===== config.mk =====
export PLATFORM = sky130hd
export DESIGN_NAME = cnten_set_reg
export DESIGN_NICKNAME = d
export VERILOG_FILES = /design/src/rtl/cnten_pkg.sv /design/src/rtl/cnten_impl_mask.sv /design/src/rtl/cnten_priv_gate.sv /design/src/rtl/cnten_set_reg.sv
export SDC_FILE = /design/constraint.sdc
export NUM_CORES = 1
export LEC_CHECK = 0
export ABC_AREA = 1
export CAP_MARGIN = 5
export CORE_MARGIN = 3
export CORE_UTILIZATION = 32
export CTS_BUF_LIST = sky130_fd_sc_hd__clkbuf_2 sky130_fd_sc_hd__clkbuf_4 sky130_fd_sc_hd__clkbuf_8
export DETAILED_ROUTE_END_ITERATION = 12
export PLACE_DENSITY = 0.78
export SLEW_MARGIN = 25
export SYNTH_ARGS = -nofsm -noshare
export SYNTH_HDL_FRONTEND = slang
export SYNTH_SLANG_ARGS = --single-unit

===== constraint.sdc =====
create_clock -name clk -period 1.29 [get_ports clk]
set_input_delay 0.258 -clock clk [delete_from_list [all_inputs] [get_ports clk]]
set_output_delay 0.258 -clock clk [all_outputs]
set_load 0.1 [all_outputs]

===== src/rtl/cnten_pkg.sv =====
package cnten_pkg;
    localparam int REG_W   = 32;
    localparam int MAX_CTR = 16;
    localparam int CFG_W   = $clog2(MAX_CTR + 1);
    localparam int LVL_W   = 2;
    localparam int EC_W    = 6;
    localparam logic [EC_W-1:0] TRAP_EC = 6'h03;

    typedef enum logic [1:0] {
        RESP_PERMIT    = 2'd0,
        RESP_TRAP_WIDE = 2'd1,
        RESP_TRAP_NARR = 2'd2,
        RESP_UNDEF     = 2'd3
    } resp_e;

    typedef struct packed {
        logic [REG_W-1:0] en;
        logic             rsp_vld;
        resp_e            rsp;
        logic [EC_W-1:0]  ec;
    } state_t;
endpackage


===== src/rtl/cnten_impl_mask.sv =====
module cnten_impl_mask #(
    parameter int REG_W   = cnten_pkg::REG_W,
    parameter int MAX_CTR = cnten_pkg::MAX_CTR,
    parameter int CFG_W   = cnten_pkg::CFG_W
) (
    input  logic [CFG_W-1:0] num_ctr,
    output logic [REG_W-1:0] keep
);
    // One mask bit per register position; only the low MAX_CTR can ever be kept.
    for (genvar i = 0; i < REG_W; i++) begin : g_bit
        if (i < MAX_CTR) begin : g_impl
            assign keep[i] = (int'(num_ctr) > i);
        end else begin : g_resv
            assign keep[i] = 1'b0;
        end
    end
endmodule


===== src/rtl/cnten_priv_gate.sv =====
module cnten_priv_gate #(
    parameter int LVL_W = cnten_pkg::LVL_W
) (
    input  logic             req,
    input  logic [LVL_W-1:0] cur_lvl,
    input  logic [LVL_W-1:0] top_lvl,
    input  logic             hyp_on,
    input  logic             hyp_wide,
    input  logic             hyp_trap,
    output cnten_pkg::resp_e verdict,
    output logic             commit,
    output logic             trapped
);
    import cnten_pkg::*;

    localparam logic [LVL_W-1:0] LVL_ONE = LVL_W'(1);

    logic route_hyp;

    always_comb begin
        route_hyp = (cur_lvl == LVL_ONE) && hyp_on && hyp_trap;
        if (route_hyp) begin
            verdict = hyp_wide ? RESP_TRAP_WIDE : RESP_TRAP_NARR;
        end else if (cur_lvl == top_lvl) begin
            verdict = RESP_PERMIT;
        end else begin
            verdict = RESP_UNDEF;
        end
        trapped = route_hyp;
        commit  = req && (verdict == RESP_PERMIT);
    end
endmodule


===== src/rtl/cnten_set_reg.sv =====
module cnten_set_reg
    import cnten_pkg::*;
#(
    parameter int NREG = cnten_pkg::REG_W,
    parameter int NCTR = cnten_pkg::MAX_CTR
) (
    input  logic             clk,
    input  logic             rst_n,
    input  logic [4:0]       cfg_num_ctr,
    input  logic [1:0]       cur_level,
    input  logic [1:0]       top_level,
    input  logic             l2_enabled,
    input  logic             l2_wide,
    input  logic             l2_trap_grp,
    input  logic             wr_valid,
    input  logic [31:0]      wr_data,
    input  logic             clr_valid,
    input  logic [31:0]      clr_bits,
    output logic [31:0]      rd_data,
    output logic [15:0]      cnt_en,
    output logic             resp_valid,
    output logic [1:0]       resp_code,
    output logic [5:0]       resp_class
);
    logic [NREG-1:0] keep;
    resp_e           verdict;
    logic            commit;
    logic            trapped;
    logic [NREG-1:0] set_vec;
    logic [NREG-1:0] clr_vec;
    state_t          st_d, st_q;

    cnten_impl_mask #(.REG_W(NREG), .MAX_CTR(NCTR), .CFG_W(CFG_W)) u_mask (
        .num_ctr (cfg_num_ctr),
        .keep    (keep)
    );

    cnten_priv_gate #(.LVL_W(LVL_W)) u_gate (
        .req      (wr_valid),
        .cur_lvl  (cur_level),
        .top_lvl  (top_level),
        .hyp_on   (l2_enabled),
        .hyp_wide (l2_wide),
        .hyp_trap (l2_trap_grp),
        .verdict  (verdict),
        .commit   (commit),
        .trapped  (trapped)
    );

    always_comb begin
        st_d    = st_q;
        set_vec = commit    ? wr_data  : '0;
        clr_vec = clr_valid ? clr_bits : '0;
        // Clear first, then set, so a same-cycle set wins.
        st_d.en      = ((st_q.en & ~clr_vec) | set_vec) & keep;
        st_d.rsp_vld = wr_valid;
        st_d.rsp     = wr_valid ? verdict : RESP_PERMIT;
        st_d.ec      = (wr_valid && trapped) ? TRAP_EC : '0;
    end

    always_ff @(posedge clk or negedge rst_n) begin
        if (!rst_n) begin
            st_q <= '0;
        end else begin
            st_q <= st_d;
        end
    end

    assign rd_data    = st_q.en & keep;
    assign cnt_en     = rd_data[NCTR-1:0];
    assign resp_valid = st_q.rsp_vld;
    assign resp_code  = st_q.rsp;
    assign resp_class = st_q.ec;
endmodule


==> impl_metrics.py <==
metrics = {
    "setup_path": {
        "start_kind": "primary input",
        "r2r_start": "st_q[24]",
        "r2r_cells": 6,
        "startpoint": "cfg_num_ctr[3]",
        "critPathCapture": "rd_data[10]",
        "crit_required_ns": 1.03,
        "worstSetupEndpointType": "primary output",
        "worstSetupPathType": "in2out",
        "r2r-end": "st_q[24]",
        "r2r_slack_ns": 0.21,
        "cp_max_fo": 3,
        "cp.arrival_ns": 1.20,
    },
    "sta": {
        "maxSlewViolCount": 0,
        "grt_setup_unrepaired": "true",
        "fmax_ghz": 0.6836,
        "fin_hold_ws_ns": 0.3577,
        "final_hold_viol_count": 0,
        "clock_skew_ns": 0,
        "finalSetupViolCount": 30,
        "min_period_over_period_pct": 113.4,
        "layout_setup_ws_ns": -0.1728,
        "finalCriticalPeriod_ns": 1.463,
    },
    "global_route": {
        "gr-usage-met2_pct": 37.36,
        "grtUsageMet1_pct": 20.75,
        "grt_pass1_wl_um": 8355,
        "gr-total-overflow": 0,
        "grt_max_degree": 21,
        "antenna_found_initial": 0,
        "grt.busiest_layer": "met2",
        "grt_pass1_vias": 1769,
        "track_usage_pct": 19.64,
        "use_met3_pct": 4.090,
    },
    "finish": {
        "area_delta_synth_final_pct": 117.7,
        "antenna_cells": 0,
        "utilization_pct": 74.72,
        "drive_gt1_share_pct": 45.95,
        "nNetsFinal": 428,
        "fillers": 280,
        "fin_cells": 411,
        "post-route-cell-area_mm2": 0.003388,
    },
    "clocking": {
        "clock_sinks": 20,
        "insertion_delay_ns": 0.26,
        "numCtsBuffers": 3,
        "cts_tree": "done",
        "root_buffer": "clkbuf_8",
        "h-tree-depth": 1,
        "ctsHoldBuffers": 0,
        "cts.clk_slew.worst_paths_ns": 0.08,
        "cts_buffer_depth": 2,
    },
    "floorplan": {
        "row_count": 24,
        "die_w_um": 75.74,
        "boundaryPins": 137,
        "core_region_area_mm2": 0.004534,
        "initial_core_util_pct": 34.33,
        "dieArea_mm2": 0.005737,
        "fp.dieH_um": 75.74,
    },
    "placement": {
        "dp_hpwl_um": 3681,
        "dp_cells": 376,
        "port_buffers": 84,
        "post_dp_cell_area_mm2": 0.002908,
        "place.gp.congestion": 0.7364,
        "pre_cts_slack_ns": -0.6265,
    },
    "power": {
        "switching_share_pct": 49.33,
        "intPower_mw": 1.539,
        "power_leakage_nw": 1.621,
        "p_sw_mw": 1.499,
        "combPwrFrac_pct": 63.1,
        "power.density_mw_per_mm2": 896.7,
        "pwr-share-seq_pct": 23.0,
        "ir_drop_uv": 498.3,
        "clkPwrFrac_pct": 13.9,
    },
    "outcome": {
        "status": "finished with violations",
        "failed_checks": "setup timing",
    },
    "routing": {
        "viasPerCell": 4.491,
        "drc": 0,
        "wl_um": 6584,
        "vias": 1846,
        "dr.pass1.iters": 4,
        "dr.first_iter.drc_count": 129,
        "antenna_left": 0,
        "wire_per_inst_um": 16.02,
    },
    "synth": {
        "avgSynthCellArea_um2": 6.918,
        "synth_cells": 225,
        "ys_ff_latch": 20,
        "yosysUniqueCellTypes": 27,
        "syn_area_mm2": 0.001556,
        "seq_area_frac_synth_pct": 32.15,
        "yosysWarningCount": 0,
    },
    "hold_path": {
        "hold_class": "in2async",
    },
    "job": {
        "max_cap_viol_count": 0,
    },
}
## worst max-delay path: stages
cell      delay (ns)
buf_8           0.08
buf_4           0.14
nand4_1         0.21
a21boi_4        0.31
buf_12          0.21
## worst min-delay path by stage
stage,startpoint,endpoint,cells past startpoint
3_3_place_gp,st_q[14],st_q[14],2
5_1_grt,rst_n,st_q[22],2
2_1_floorplan,rst_n,resp_class[0],0
4_1_cts,rst_n,st_q[15],2
6_report,rst_n,st_q[22],2
3_5_place_dp,st_q[14],st_q[14],2
## final cells by class
cell class | count | area [um^2] | area share [%]
timing repair buffer | 140 | 1688 | 49.82
inverter | 38 | 177.7 | 5.244
clock buffer | 3 | 41.29 | 1.219
multi-input combinational | 145 | 899.6 | 26.55
sequential | 20 | 500.5 | 14.77
tap | 65 | 81.33 | 2.400
## synth_stat cells
master,instances,area [um^2]
nand3_1,3,15.01
nor2_4,1,11.26
nand2_2,3,18.77
o21ai_0,6,30.03
clkinv_1,1,3.750
inv_1,32,120.1
nand2_8,1,20.02
nand4_1,3,18.77
buf_2,1,5.000
a21boi_2,1,11.26
dfrtp_1,20,500.5
buf_6,1,11.26
a21oi_2,3,26.28
o21ai_2,2,17.52
a21boi_0,1,7.510
buf_4,40,300.3
inv_2,4,15.01
o21ai_1,3,15.01
nor2_1,17,63.81
nor3_4,1,16.27
nor2_2,7,43.79
a31oi_1,1,6.260
a21oi_1,2,10.01
nand2_1,68,255.2
conb_1,1,3.750
inv_4,1,6.260
clkbuf_1,1,3.750
## layout by cell type (no fill, tap or decap), drive strengths merged, types with 2 or more instances in the layout
cell type       n
buf            98
nand2          73
clkdlybuf4s50  38
inv            36
nor2           26
conb           20
dfrtp          20
o21ai          11
a21oi           5
nand4           3
clkbuf          3
dlygate4sd2     3
nand3           3
clkinvlp        2
a21boi          2
## state kept, by name, summed over array words and instances, names as in the netlist
name,flops
resp_class,1
resp_valid,1
st_q,16
resp_code,2
## power by group through the flow
stage	clock network, mW	logic, mW	registers, mW
final	0.421	1.92	0.700
after CTS	0.433	1.85	0.696
after global routing	0.457	1.98	0.704
after detailed placement	0	1.73	0.707
after floorplan	0	1.29	0.711
after global placement	0	1.71	0.705
## layer usage
| metal | vias to the layer above | routed length, um |
|---|---|---|
| met4 | 0 | 180 |
| met2 | 116 | 3577 |
| li1 | 851 | - |
| met1 | 861 | 2321 |
| met3 | 18 | 505 |
| met5 | - | 0 |
## logic make-up (layout without fill, tap and decap cells)
logic type,after synthesis,count (layout),synth area share (%)
AOI/OAI and AO/OA,19,19,7.959
buffers and inverters,81,181,29.90
DFF,20,20,32.15
other,1,20,0.2409
and+or+nand+nor,104,106,29.74
## metrics by stage
step                      setup TNS [ns]  total power, mW
after floorplan                   -6.902            2.004
after global placement            -21.88            2.416
after detailed placement          -22.97            2.437
after CTS                         -2.580            2.980
after global routing              -3.751            3.139
final                             -2.994            3.038
## what timing repair did
item                                    4_1_cts  5_1_grt
endpoints found under the setup margin       48       44
gates cloned                                  2        0
pin swaps                                    33       16
resized for setup                            67       16
setup buffers                                24        8
No activity file was read; power rests on OpenSTA's default activity.
